===== src/rtl/shadowRegPkg.sv =====
package shadowRegPkg;
  // Word counts of the bank; the strobe struct below is sized from them.
  localparam int CFG_WORDS  = 4;
  localparam int STAT_WORDS = 2;
  localparam int RO_WORDS   = 2;
  localparam int STAT_BASE  = CFG_WORDS;
  localparam int MASK_BASE  = STAT_BASE + STAT_WORDS;
  localparam int RO_BASE    = MASK_BASE + STAT_WORDS;
  localparam int USED_WORDS = RO_BASE + RO_WORDS;

  // Strobes from the decode/control side to the storage side.
  typedef struct packed {
    logic [CFG_WORDS-1:0]  pendWe;
    logic [STAT_WORDS-1:0] statClr;
    logic [STAT_WORDS-1:0] maskWe;
    logic                  update;
  } regStrobe_t;
endpackage


===== src/rtl/regBankCtrl.sv =====
module regBankCtrl
  import shadowRegPkg::*;
#(
  parameter int ADDR_W      = 4,
  parameter int SYNC_STAGES = 2
) (
  input  logic              clk,
  input  logic              hwRstN,
  input  logic              wrEn,
  input  logic [ADDR_W-1:0] wrAddr,
  input  logic              updReq,
  output regStrobe_t        strb
);
  logic [SYNC_STAGES-1:0] syncQ;
  logic                   edgeQ;
  logic                   updPulse;

  // Synchronizer chain for the update request.
  generate
    if (SYNC_STAGES == 1) begin : gSyncOne
      always_ff @(posedge clk or negedge hwRstN) begin
        if (!hwRstN) syncQ <= '0;
        else         syncQ <= updReq;
      end
    end else begin : gSyncMany
      always_ff @(posedge clk or negedge hwRstN) begin
        if (!hwRstN) syncQ <= '0;
        else         syncQ <= {syncQ[SYNC_STAGES-2:0], updReq};
      end
    end
  endgenerate

  // Edge detector: one strobe per rising edge of the synchronized request.
  always_ff @(posedge clk or negedge hwRstN) begin
    if (!hwRstN) edgeQ <= 1'b0;
    else         edgeQ <= syncQ[SYNC_STAGES-1];
  end

  assign updPulse = syncQ[SYNC_STAGES-1] & ~edgeQ;

  // Address decode into per-word write strobes.
  always_comb begin
    strb = '0;
    strb.update = updPulse;
    for (int i = 0; i < CFG_WORDS; i++) begin
      if (wrEn && wrAddr == ADDR_W'(i)) strb.pendWe[i] = 1'b1;
    end
    for (int i = 0; i < STAT_WORDS; i++) begin
      if (wrEn && wrAddr == ADDR_W'(STAT_BASE + i)) strb.statClr[i] = 1'b1;
      if (wrEn && wrAddr == ADDR_W'(MASK_BASE + i)) strb.maskWe[i]  = 1'b1;
    end
  end
endmodule


===== src/rtl/regBankData.sv =====
module regBankData
  import shadowRegPkg::*;
#(
  parameter int                DATA_W   = 8,
  parameter int                ADDR_W   = 4,
  parameter logic [DATA_W-1:0] ACT_INIT = '0
) (
  input  logic                         clk,
  input  logic                         hwRstN,
  input  logic                         swRst,
  input  regStrobe_t                   strb,
  input  logic [DATA_W-1:0]            wrData,
  input  logic [ADDR_W-1:0]            rdAddr,
  input  logic                         rdActive,
  input  logic [STAT_WORDS*DATA_W-1:0] hwStatSet,
  input  logic [RO_WORDS*DATA_W-1:0]   hwRoIn,
  output logic [DATA_W-1:0]            rdData,
  output logic [CFG_WORDS*DATA_W-1:0]  actOut,
  output logic [CFG_WORDS*DATA_W-1:0]  pendFlat,
  output logic [STAT_WORDS*DATA_W-1:0] statFlat,
  output logic [STAT_WORDS*DATA_W-1:0] maskFlat,
  output logic                         irqOut
);
  // Shadowed configuration words.
  for (genvar g = 0; g < CFG_WORDS; g++) begin : gCfg
    logic [DATA_W-1:0] pendQ;
    logic [DATA_W-1:0] actQ;

    always_ff @(posedge clk or negedge hwRstN) begin
      if (!hwRstN)             pendQ <= '0;
      else if (strb.pendWe[g]) pendQ <= wrData;
    end

    always_ff @(posedge clk or negedge hwRstN) begin
      if (!hwRstN)          actQ <= ACT_INIT;
      else if (swRst)       actQ <= ACT_INIT;
      else if (strb.update) actQ <= pendQ;
    end

    assign pendFlat[g*DATA_W +: DATA_W] = pendQ;
    assign actOut[g*DATA_W +: DATA_W]   = actQ;
  end

  // Status words (hardware set, host write-one-to-clear) and their masks.
  for (genvar g = 0; g < STAT_WORDS; g++) begin : gStat
    logic [DATA_W-1:0] statQ;
    logic [DATA_W-1:0] maskQ;
    logic [DATA_W-1:0] clrBits;
    logic [DATA_W-1:0] setBits;

    assign clrBits = strb.statClr[g] ? wrData : '0;
    assign setBits = hwStatSet[g*DATA_W +: DATA_W];

    always_ff @(posedge clk or negedge hwRstN) begin
      if (!hwRstN)    statQ <= '0;
      else if (swRst) statQ <= '0;
      else            statQ <= (statQ & ~clrBits) | setBits;
    end

    always_ff @(posedge clk or negedge hwRstN) begin
      if (!hwRstN)             maskQ <= '0;
      else if (strb.maskWe[g]) maskQ <= wrData;
    end

    assign statFlat[g*DATA_W +: DATA_W] = statQ;
    assign maskFlat[g*DATA_W +: DATA_W] = maskQ;
  end

  assign irqOut = |(statFlat & maskFlat);

  // Read multiplexer; unmapped addresses read zero.
  always_comb begin
    rdData = '0;
    for (int i = 0; i < CFG_WORDS; i++) begin
      if (rdAddr == ADDR_W'(i)) begin
        rdData = rdActive ? actOut[i*DATA_W +: DATA_W] : pendFlat[i*DATA_W +: DATA_W];
      end
    end
    for (int i = 0; i < STAT_WORDS; i++) begin
      if (rdAddr == ADDR_W'(STAT_BASE + i)) rdData = statFlat[i*DATA_W +: DATA_W];
      if (rdAddr == ADDR_W'(MASK_BASE + i)) rdData = maskFlat[i*DATA_W +: DATA_W];
    end
    for (int i = 0; i < RO_WORDS; i++) begin
      if (rdAddr == ADDR_W'(RO_BASE + i)) rdData = hwRoIn[i*DATA_W +: DATA_W];
    end
  end
endmodule


===== src/rtl/shadowRegBank.sv =====
module shadowRegBank
  import shadowRegPkg::*;
#(
  parameter int                DATA_W      = 8,
  parameter int                ADDR_W      = 4,
  parameter int                SYNC_STAGES = 2,
  parameter logic [DATA_W-1:0] ACT_INIT    = '0
) (
  input  logic                         clk,
  input  logic                         hwRstN,
  input  logic                         swRst,
  input  logic                         wrEn,
  input  logic [ADDR_W-1:0]            wrAddr,
  input  logic [DATA_W-1:0]            wrData,
  input  logic [ADDR_W-1:0]            rdAddr,
  input  logic                         rdActive,
  output logic [DATA_W-1:0]            rdData,
  input  logic                         updReq,
  input  logic [STAT_WORDS*DATA_W-1:0] hwStatSet,
  input  logic [RO_WORDS*DATA_W-1:0]   hwRoIn,
  output logic [CFG_WORDS*DATA_W-1:0]  actOut,
  output logic                         irqOut
);
  regStrobe_t                   strb;
  logic [CFG_WORDS*DATA_W-1:0]  pendFlat;
  logic [STAT_WORDS*DATA_W-1:0] statFlat;
  logic [STAT_WORDS*DATA_W-1:0] maskFlat;

  regBankCtrl #(
    .ADDR_W      (ADDR_W),
    .SYNC_STAGES (SYNC_STAGES)
  ) ctrlI (
    .clk    (clk),
    .hwRstN (hwRstN),
    .wrEn   (wrEn),
    .wrAddr (wrAddr),
    .updReq (updReq),
    .strb   (strb)
  );

  regBankData #(
    .DATA_W   (DATA_W),
    .ADDR_W   (ADDR_W),
    .ACT_INIT (ACT_INIT)
  ) dataI (
    .clk       (clk),
    .hwRstN    (hwRstN),
    .swRst     (swRst),
    .strb      (strb),
    .wrData    (wrData),
    .rdAddr    (rdAddr),
    .rdActive  (rdActive),
    .hwStatSet (hwStatSet),
    .hwRoIn    (hwRoIn),
    .rdData    (rdData),
    .actOut    (actOut),
    .pendFlat  (pendFlat),
    .statFlat  (statFlat),
    .maskFlat  (maskFlat),
    .irqOut    (irqOut)
  );
endmodule


===== config.mk =====
export PLATFORM = sky130hd
export DESIGN_NAME = shadowRegBank
export DESIGN_NICKNAME = d
export VERILOG_FILES = /design/src/rtl/shadowRegPkg.sv /design/src/rtl/regBankCtrl.sv /design/src/rtl/regBankData.sv /design/src/rtl/shadowRegBank.sv
export SDC_FILE = /design/constraint.sdc
export NUM_CORES = 1
export LEC_CHECK = 0
export BUFFER_PORTS_ARGS = -buffer_cell sky130_fd_sc_hd__buf_2
export CAP_MARGIN = 40
export CORE_MARGIN = 2
export CORE_UTILIZATION = 38
export CTS_CLUSTER_SIZE = 28
export DETAILED_ROUTE_END_ITERATION = 8
export GPL_TIMING_DRIVEN = 1
export MAX_ROUTING_LAYER = met4
export PLACE_DENSITY = 0.63
export SLEW_MARGIN = 15
export SYNTH_ARGS = -nofsm -noshare
export SYNTH_HDL_FRONTEND = slang
export SYNTH_HIERARCHICAL = 1
export SYNTH_SLANG_ARGS = --single-unit

===== constraint.sdc =====
create_clock -name clk -period 1.65 [get_ports clk]
set_input_delay 0.33 -clock clk [delete_from_list [all_inputs] [get_ports clk]]
set_output_delay 0.33 -clock clk [all_outputs]
set_load 0.005 [all_outputs]

* Word-level counts from Yosys, hierarchy flattened
Cells that the tools add are included.
** Storage, ports and cells
- Register bits after elaboration :: 99
- Output and inout port bits :: 41
** Operators by class
- Equality and inequality tests :: 16
- Mux-type cells :: 34
- Bitwise operators :: 9
- Reductions and logical operators :: 12
** Operators by type and width (count)
- 8-bit two-way mux :: 26
- 4-bit by 3-bit equality test with 1-bit output (second input constant) :: 8
- 16-bit AND :: 1
- 8-bit AND :: 2
- 4-bit by 2-bit equality test with 1-bit output (second input constant) :: 4
- 8-bit NOT :: 2
- 8-bit OR :: 2
- 16-bit OR reduction :: 1
- 4-bit by 1-bit equality test with 1-bit output (second input constant) :: 2
- 4-bit equality test (second input constant) :: 2
- 1-bit logical AND :: 8
- 4-bit zero test :: 2
- 1-bit two-way mux :: 8
- 2-bit nonzero test :: 1
- 1-bit AND :: 1
- 1-bit NOT :: 1

* Logic depth before layout (Yosys ltp)
Gate-level depths: netlist of the first run.
- Depth after elaboration :: 11
- Gate-level depth with buffers :: 7
- Mapped depth without buffers :: 5

* Hierarchy
Netlist of the first run, hierarchy kept.
** Modules (own cells, without submodules)
- regBankData :: times used 1, cells each 415, area an instance 4818.4 um^2
- regBankCtrl :: times used 1, cells each 18, area an instance 158.9 um^2

* Least setup slack after synthesis of the first run
No wires, ideal clock.
- Path type :: in2out
- Start :: input rdActive
- End :: output rdData[3]
- Arrival time :: 1.450 ns
- Data required time :: 1.320 ns
- Slack :: -0.130 ns
- Cell stages on the path :: 6
- Buffers on the path :: 2
- Path through :: buf_6 buf_12 mux4_2 mux2_4 nand2_2 o211ai_2
** Between the ends
- Cells in the longest elaborated chain, start to end :: 11
** Ends and longest elaborated chain
- start, declared :: line shadowRegBank.sv:16 : input logic rdActive,
- 8-bit two-way mux :: line regBankData.sv:76 : rdData = rdActive ? actOut[i*DATA_W +: DATA_W] : pendFlat[i*DATA_W +: DATA_W];
- 8-bit two-way mux (3 in series) :: line regBankData.sv:75 : if (rdAddr == ADDR_W'(i)) begin
- 8-bit two-way mux (*) :: line regBankData.sv:75
- 8-bit two-way mux (*) :: line regBankData.sv:80 : if (rdAddr == ADDR_W'(STAT_BASE + i)) rdData = statFlat[i*DATA_W +: DATA_W];
- 8-bit two-way mux (*) :: line regBankData.sv:81 : if (rdAddr == ADDR_W'(MASK_BASE + i)) rdData = maskFlat[i*DATA_W +: DATA_W];
- 8-bit two-way mux (*) :: line regBankData.sv:80
- 8-bit two-way mux (*) :: line regBankData.sv:81
- 8-bit two-way mux (*) (2 in series) :: line regBankData.sv:84 : if (rdAddr == ADDR_W'(RO_BASE + i)) rdData = hwRoIn[i*DATA_W +: DATA_W];
- end, declared :: line shadowRegBank.sv:17 : output logic [DATA_W-1:0] rdData,
Every way passes the cells marked *; elsewhere a longest branch is shown, timed or not.

* Final worst setup path of the first run
- Start :: register dataI.gCfg[0].pendQ[3]
- End :: output rdData[3]
** Between the ends
- Cells in the longest elaborated chain, start to end :: 11
** Ends and longest elaborated chain
- start, declared :: line regBankData.sv:26 : logic [DATA_W-1:0] pendQ;
- start signal, assigned :: line regBankData.sv:31 : else if (strb.pendWe[g]) pendQ <= wrData;
- 8-bit two-way mux :: line regBankData.sv:76
- 8-bit two-way mux (4 in series) :: line regBankData.sv:75
- 8-bit two-way mux :: line regBankData.sv:80
- 8-bit two-way mux :: line regBankData.sv:81
- 8-bit two-way mux :: line regBankData.sv:80
- 8-bit two-way mux :: line regBankData.sv:81
- 8-bit two-way mux (2 in series) :: line regBankData.sv:84
Every way passes these cells.

==> flow_metrics.py, run 1 <==
metrics = {
    "outcome": {
        "status": "complete, but fails checks",
        "failed_checks": "negative setup slack",
    },
    "yosys": {
        "syn-num-nets": 487,
        "netlist.area_leader.share_pct": 49.77,
        "netlist_area_mm2": 0.004977,
        "async_flop_share_pct": 100.0,
        "ys_ff_latch": 99,
        "syn_area_per_cell_um2": 11.49,
        "yosysTopAreaCell": "dfrtp_1",
        "synthFlopType": "dfrtp_1",
        "synth.distinct_cells": 43,
        "yosysMostFrequentCell": "dfrtp_1",
        "synth_edf_count": 0,
        "synthCells": 433,
        "ys_seq_area_share_pct": 49.77,
        "ys_warn_count": 6,
        "synth_area_leaders": "dfrtp_1 50%, mux2_2 13%, mux2i_1 9.9%, nor2_1 5.0%, mux4_1 2.6%",
        "synthTopCellsByCount": "99 x dfrtp_1, 66 x nor2_1, 58 x mux2_2",
    },
    "place": {
        "postPlaceCellArea_mm2": 0.006362,
        "portBuffers": 94,
        "place.detailed.hpwl_um": 11080,
        "place_congestion": 0.9053,
    },
    "floorplan": {
        "core.rowCount": 41,
        "pin_count": 95,
        "core_area_mm2": 0.01272,
        "die_area_mm2": 0.01403,
        "die_x_um": 118.4,
        "start_util_pct": 39.12,
        "fp.dieH_um": 118.4,
    },
    "timing": {
        "period_share_pct": 129.3,
        "clock-skew-final_ns": 0.005469,
        "fin_ws_ns": -0.4842,
        "hold_viol": 0,
        "final_max_slew_viol_count": 0,
        "rsz0062_at_grt": "true",
        "max_slew_margin_pct": 67.97,
        "tns_ns": -3.540,
        "max_freq_mhz": 468.6,
        "worst_pin_slew_ns": 0.4804,
        "finalSetupViolCount": 9,
        "min_period_ns": 2.134,
    },
    "critical_path": {
        "cp-start-kind": "register",
        "endpoint_kind": "output pin",
        "worstSetupStartpoint": "dataI/gCfg[0].pendQ[3]$_DFFE_PN0P_",
        "critPathArrivalTime_ns": 1.80,
        "worst_ep_required_time_ns": 1.32,
        "rr_startpoint": "ctrlI/edgeQ$_DFF_PN0_",
        "critical_path_class": "reg -> out",
        "crit_fanout": 2,
    },
    "min_path": {
        "hold_start": "updReq",
        "hold_path.class": "in -> reg",
    },
    "layout": {
        "design_area_mm2": 0.006828,
        "postLayoutCoreUtil_pct": 53.67,
        "fin_nets": 676,
        "n_antenna_cell": 0,
        "layout-drive-gt1-share_pct": 49.28,
        "area_delta_synth_final_pct": 37.18,
    },
    "power": {
        "cellPowerDensity_mw_per_mm2": 999.3,
        "peakVddDrop_v": 0.0005394,
        "finalPower_mw": 6.823,
        "leakage_nw": 3.273,
    },
    "clock_tree": {
        "clk_pin_slew_ns": 0.07,
        "cts_root_buf": "clkbuf_16",
        "numCtsBuffers": 9,
        "clock-sinks": 99,
        "cts_tree": "yes",
        "worstSkewPairLatency_ns": 0.35,
        "h-tree-depth": 3,
        "cts_max_path_buffers": 2,
    },
    "drt": {
        "dr.pass1.iters": 4,
        "num_vias": 4152,
        "drt_iter0_markers": 333,
        "route.final.wire_length_um": 14920,
        "drc": 0,
        "wl_per_cell_um": 18.67,
        "vias_per_cell": 5.196,
        "ant_nets": 0,
    },
    "grt": {
        "antenna_found_initial": 0,
        "grt_overflow": 0,
        "grt_max_degree": 52,
        "track_usage_pct": 22.42,
        "grt_pass1_wl_um": 23780,
        "grt_pass1_vias": 4432,
    },
    "job": {
        "cap_violations": 0,
    },
}
==> through the flow <==
| stage | instances | setup WS [ns] | hold slack (ns) |
|---|---|---|---|
| 3_5_place_dp | 771 | -0.5414 | 0.2080 |
| 6_report | 799 | -0.4842 | 0.08067 |
| 3_3_place_gp | 771 | -0.5318 | 0.2050 |
| 4_1_cts | 792 | -0.4911 | 0.06940 |
| 2_1_floorplan | 433 | -0.1202 | 0.03441 |
| 5_1_grt | 799 | -0.5290 | 0.07162 |
==> sequential cells by signal, summed over array words and instances (netlist names) <==
name	cells
ctrlI/edgeQ	1
ctrlI/syncQ	2
dataI/gCfg.actQ	32
dataI/gCfg.pendQ	32
dataI/gStat.maskQ	16
dataI/gStat.statQ	16
==> timing repair <==
item                                    4_1_cts  5_1_grt
pin swaps                                    10        5
hold endpoints to repair                     13        0
resized for setup                            19        9
setup buffers                                 5        7
endpoints found under the setup margin        9        9
hold buffers                                  1        0
==> layout make-up <==
class / instances / area (µm²)
Clock inverter: 6 / 66.31
Multi-Input combinational cell: 301 / 2402
Timing Repair Buffer: 209 / 1430
Fill cell: 1108 / 5894
Sequential cell: 99 / 2477
Tap cell: 172 / 215.2
Clock buffer: 10 / 229.0
Inverter: 2 / 7.507
==> cells by family after synthesis <==
family	Yosys count	synth area share, %
flops	99	49.77
compound gates	67	9.100
simple gates	117	10.01
mux	117	27.73
buf+inv	33	3.394
==> placed cells by master, fill, tap and decap left out, drive strengths merged, types with 2 or more instances in the layout <==
cell      count
buf         208
dfrtp        99
nor2         66
mux2         59
mux2i        49
nand2        30
a21oi        25
clkbuf       10
mux4          9
o21ai         7
a32oi         6
nor2b         6
a22o          5
nand2b        4
a221oi        4
clkinvlp      3
o311ai        3
a31oi         3
o211ai        3
a211oi        3
or3b          2
nor4          2
inv           2
a22oi         2
o2111ai       2
nand3         2
clkinv        2
==> worst paths after layout <==
kind                                                     end  cells past startpoint  slack (ns)
max in group asynchronous  dataI/gCfg[3].actQ[3]$_DFFE_PN0P_                      3        0.72
min reg2reg                         ctrlI/syncQ[1]$_DFF_PN0_                      0        0.35
max                                                rdData[3]                      5       -0.48
min in group asynchronous  dataI/gStat[1].statQ[5]$_DFF_PN0_                      2        0.40
max reg2reg                dataI/gCfg[0].actQ[6]$_DFFE_PN0P_                      4        0.41
min                                 ctrlI/syncQ[0]$_DFF_PN0_                      1        0.08
==> power breakdown <==
group	internal, mW	switching, mW
sequential	2.79	0.285
clock	1.17	0.923
combinational	0.971	0.678
==> per-layer routing <==
| metal | vias to the layer above | routed length (µm) | GRT usage (%) |
|---|---|---|---|
| li1 | 1939 | - | - |
| met1 | 2080 | 6595 | 28.59 |
| met2 | 114 | 7410 | 36.71 |
| met3 | 19 | 689 | 4.295 |
| met4 | 0 | 223 | 6.176 |
| met5 | - | 0 | - |
==> critical path: stages (launching register included) <==
cell and delay (ns):
dfrtp_1 0.39, mux4_2 0.47, mux2_4 0.30, nand2_4 0.06, o211ai_2 0.09, buf_2 0.14
Power figures use the tool's default switching activity.
==> run 2: changes to the inputs <==
CORE_ASPECT_RATIO = 1.25   (was not set)
clock period = 1.76 ns   (was 1.65 ns; I/O delays follow)
==> flow_metrics.py, run 2 (synthesized netlist as in run 1, its figures left out) <==
metrics = {
    "layout": {
        "fin_cells": 783,
        "postLayoutCoreUtil_pct": 53.47,
        "layout-drive-gt1-share_pct": 48.78,
        "register_area_mm2": 0.002477,
        "fill_cells": 1107,
        "multi_input_area_mm2": 0.002421,
        "reg_top3": "dataI/gCfg.actQ (32), dataI/gCfg.pendQ (32)",
        "fin_nets": 664,
        "final_common_cell": "dfrtp_1",
        "area_delta_synth_final_pct": 36.65,
        "layout_common_cells": "99 x dfrtp_1, 93 x buf_4, 91 x buf_2",
        "n_antenna_cell": 0,
        "design_area_mm2": 0.006802,
    },
    "clock_tree": {
        "cts_max_path_buffers": 2,
        "clk_pin_slew_ns": 0.07,
        "h-tree-depth": 3,
        "worstSkewPairLatency_ns": 0.35,
        "cts_tree": "yes",
        "numCtsBuffers": 9,
        "cts_root_buf": "clkbuf_16",
        "clock-sinks": 99,
    },
    "critical_path": {
        "worst_ep_required_time_ns": 1.41,
        "endpoint_kind": "output pin",
        "critPathArrivalTime_ns": 1.77,
        "critical_path_class": "reg -> out",
        "cp-start-kind": "register",
        "crit_fanout": 2,
    },
    "timing": {
        "hold_viol": 0,
        "clock-skew-final_ns": 0.005245,
        "fin_hold_ws_ns": 0.1039,
        "final_max_slew_viol_count": 0,
        "period_share_pct": 120.8,
        "rsz0062_at_grt": "true",
        "fin_ws_ns": -0.3652,
        "max_freq_mhz": 470.5,
        "worst_pin_slew_ns": 0.4117,
        "tns_ns": -2.684,
        "finalSetupViolCount": 9,
        "min_period_ns": 2.125,
        "max_slew_margin_pct": 72.55,
    },
    "floorplan": {
        "pin_count": 95,
        "die_x_um": 106.4,
        "start_util_pct": 39.13,
        "core.rowCount": 46,
        "die_area_mm2": 0.01404,
        "fp.dieH_um": 132.0,
        "core_area_mm2": 0.01272,
    },
    "place": {
        "portBuffers": 94,
        "postPlaceCellArea_mm2": 0.006227,
        "place_ws_ns": -0.3519,
        "place_congestion": 0.9340,
        "place.detailed.hpwl_um": 10250,
        "dp_cells": 750,
    },
    "drt": {
        "num_vias": 4110,
        "drt_iter0_markers": 243,
        "wl_per_cell_um": 18.39,
        "route.final.wire_length_um": 14400,
        "vias_per_cell": 5.249,
        "dr.pass1.iters": 5,
        "drc": 0,
        "ant_nets": 0,
    },
    "min_path": {
        "hold_path.class": "in -> reg",
    },
    "outcome": {
        "failed_checks": "negative setup slack",
        "status": "complete, but fails checks",
    },
    "grt": {
        "grt_overflow": 0,
        "grt_pass1_vias": 4173,
        "grt_pass1_wl_um": 22330,
        "track_usage_pct": 21.26,
        "antenna_found_initial": 0,
        "grt_max_degree": 49,
    },
    "power": {
        "finalPower_mw": 6.433,
        "leakage_nw": 3.247,
        "peakVddDrop_v": 0.0004820,
        "cellPowerDensity_mw_per_mm2": 945.8,
    },
    "job": {
        "cap_violations": 0,
    },
}
-- run 2: cell types whose count changed in the layout (fill, tap and decap cells not counted), sizes merged --
cell      previous run  this run
clkbuf              10         9
clkinv               2         1
buf                208       196
inv                  2         7
clkinvlp             3         0
-- run 2: routing by layer --
layer  up-vias  global-route usage (%)  wire (µm)
met4         0                   6.287        253
li1       1915                       -          -
met5         -                       -          0
met1      2055                   26.51       6017
met3        16                   3.905        726
met2       124                   35.22       7399
-- run 2: worst max-delay path: stages, from the launching register on --
cell and delay [ns]:
dfrtp_1 0.38, mux4_2 0.48, nor2_2 0.11, a211oi_2 0.05
a31oi_1 0.16, o21ai_1 0.10, buf_2 0.15
-- run 2: what timing repair did --
item	4_1_cts	5_1_grt
hold buffers	1	0
pin swaps	9	9
gates resized for setup	21	14
setup endpoints to repair	9	9
setup buffers	3	13
endpoints found under the hold margin	29	0
gates cloned	0	0
-- run 2: where the power goes --
part | total (mW) | switching (mW) | internal [mW]
logic | 1.48 | 0.618 | 0.859
registers | 2.88 | 0.260 | 2.62
clock network | 2.08 | 0.935 | 1.14
total | 6.43 | 1.81 | 4.62
-- run 2: worst paths after layout --
path,from,end,slack [ns],cells past startpoint
setup / recovery,dataI/gCfg[2].actQ[5]$_DFFE_PN0P_,rdData[5],-0.37,6
hold / removal,updReq,ctrlI/syncQ[0]$_DFF_PN0_,0.10,1
setup reg to reg,ctrlI/edgeQ$_DFF_PN0_,dataI/gCfg[1].actQ[0]$_DFFE_PN0P_,0.54,4
hold reg to reg,ctrlI/syncQ[0]$_DFF_PN0_,ctrlI/syncQ[1]$_DFF_PN0_,0.35,0
max in group asynchronous,hwRstN,dataI/gStat[0].maskQ[6]$_DFFE_PN0P_,0.73,3
min in group asynchronous,hwRstN,ctrlI/syncQ[0]$_DFF_PN0_,0.48,2
-- run 2: area by class of cell --
cell class,count,area share [%]
clock inverters,7,1.361
repair buffers,197,20.11
inverters,2,0.1104
flip-flops and latches,99,36.42
multi-input cells,301,35.60
well taps,168,3.091
clock buffers,9,3.311
==> run 3: changes to the inputs <==
GPL_ROUTABILITY_DRIVEN = 1   (was not set)
PLACE_DENSITY = 0.6   (was 0.63)
clock period = 2.6 ns   (was 1.76 ns; I/O delays follow)
==> flow_metrics.py, run 3 (synthesized netlist as in run 1, its figures left out) <==
metrics = {
    "outcome": {
        "status": "finished clean",
    },
    "timing": {
        "worst_pin_slew_ns": 0.6768,
        "clock-skew-final_ns": 0.006157,
        "rsz0062_at_grt": "false",
        "final_max_slew_viol_count": 0,
        "finalSetupViolCount": 0,
        "max_freq_mhz": 404.4,
        "hold_viol": 0,
        "max_slew_margin_pct": 54.88,
        "min_period_ns": 2.473,
        "period_share_pct": 95.10,
        "tns_ns": 0,
        "fin_ws_ns": 0.1273,
    },
    "floorplan": {
        "pin_count": 95,
        "die_x_um": 106.4,
        "start_util_pct": 39.13,
        "core.rowCount": 46,
        "fp.dieH_um": 132.0,
        "die_area_mm2": 0.01404,
        "core_area_mm2": 0.01272,
    },
    "clock_tree": {
        "cts_tree": "yes",
        "worstSkewPairLatency_ns": 0.35,
        "cts_max_path_buffers": 2,
        "clk_pin_slew_ns": 0.07,
        "clock-sinks": 99,
        "cts_root_buf": "clkbuf_16",
        "holdBufCountCts": 0,
        "numCtsBuffers": 9,
        "h-tree-depth": 3,
    },
    "critical_path": {
        "cp-start-kind": "input pin",
        "crit_fanout": 19,
        "critical_path_class": "in -> out",
        "rr_startpoint": "ctrlI/edgeQ$_DFF_PN0_",
        "r2r-end": "dataI/gCfg[0].actQ[6]$_DFFE_PN0P_",
        "endpoint_kind": "output pin",
        "reg2regPathDepth": 4,
        "worst_ep_required_time_ns": 2.08,
        "rrSetupSlack_ns": 1.13,
        "critPathArrivalTime_ns": 1.95,
    },
    "grt": {
        "grt_max_degree": 49,
        "grt_pass1_wl_um": 21800,
        "antenna_found_initial": 0,
        "grt_overflow": 0,
        "grt_pass1_vias": 3974,
        "track_usage_pct": 20.90,
    },
    "place": {
        "place_ws_ns": 0.1078,
        "place_congestion": 0.8574,
        "place.detailed.hpwl_um": 9866,
        "portBuffers": 94,
        "postPlaceCellArea_mm2": 0.005767,
    },
    "power": {
        "cellPowerDensity_mw_per_mm2": 689.5,
        "peakVddDrop_v": 0.0003433,
        "leakage_nw": 2.845,
        "finalPower_mw": 4.206,
    },
    "layout": {
        "design_area_mm2": 0.006101,
        "reg_top3": "dataI/gCfg.actQ (32), dataI/gCfg.pendQ (32)",
        "register_area_mm2": 0.002477,
        "multi_input_area_mm2": 0.002338,
        "postLayoutCoreUtil_pct": 47.96,
        "n_antenna_cell": 0,
        "fin_nets": 589,
        "layout-drive-gt1-share_pct": 38.15,
        "final_common_cell": "dfrtp_1",
        "area_delta_synth_final_pct": 22.57,
        "fill_cells": 1146,
        "layout_common_cells": "99 x dfrtp_1, 93 x buf_2, 66 x nor2_1",
    },
    "drt": {
        "drc": 0,
        "dr.pass1.iters": 4,
        "drt_iter0_markers": 159,
        "vias_per_cell": 5.415,
        "route.final.wire_length_um": 13690,
        "wl_per_cell_um": 19.33,
        "ant_nets": 0,
        "num_vias": 3834,
    },
    "min_path": {
        "hold_path.class": "in -> async",
    },
    "job": {
        "cap_violations": 0,
    },
}
-- run 3: cell type report --
type	count	area share [%]
flip-flops and latches	99	40.61
clock inverters	6	1.559
multi-input cells	301	38.33
inverters	2	0.1231
well taps	168	3.445
clock buffers	10	3.917
repair buffers	122	12.02
-- run 3: worst max path at each step --
stage                  start  slack (ns)   endpoint  depth (start not counted)
finish              rdActive        0.13  rdData[1]                          8
global route        rdActive       0.003  rdData[5]                          8
CTS                 rdActive        0.11  rdData[7]                          8
detailed placement  rdActive        0.11  rdData[7]                          8
global placement    rdActive        0.12  rdData[7]                          8
floorplan           rdActive        0.44  rdData[3]                          6
-- run 3: through the flow --
stage          hold slack [ns]  std cells
2_1_floorplan           0.2244        433
3_5_place_dp            0.3381        692
5_1_grt                 0.2428        708
3_3_place_gp            0.3353        692
6_report                0.2030        708
4_1_cts                 0.2204        708
-- run 3: what timing repair did --
item	CTS	global route
setup buffers	0	0
gates resized for setup	0	1
endpoints found under the setup margin	0	1
-- run 3: worst max-delay path: stages --
cell and delay (ns):
buf_2 0.11, buf_12 0.16, buf_4 0.17, mux2i_1 0.14, a211oi_1 0.25, a31oi_1 0.07, o311ai_1 0.34, buf_2 0.18
-- run 3: metal layers --
layer	vias to the layer above	routed length [µm]	global-route usage [%]
met3	23	842	3.609
met2	132	6634	33.01
met1	1905	5846	26.64
li1	1774	-	-
met5	-	0	-
met4	0	361	8.480
-- run 3: power by group --
part	leakage [nW]	internal (mW)	switching, mW
Combinational	1.43	0.411	0.336
Clock	0.157	0.880	0.616
Sequential	1.26	1.77	0.192
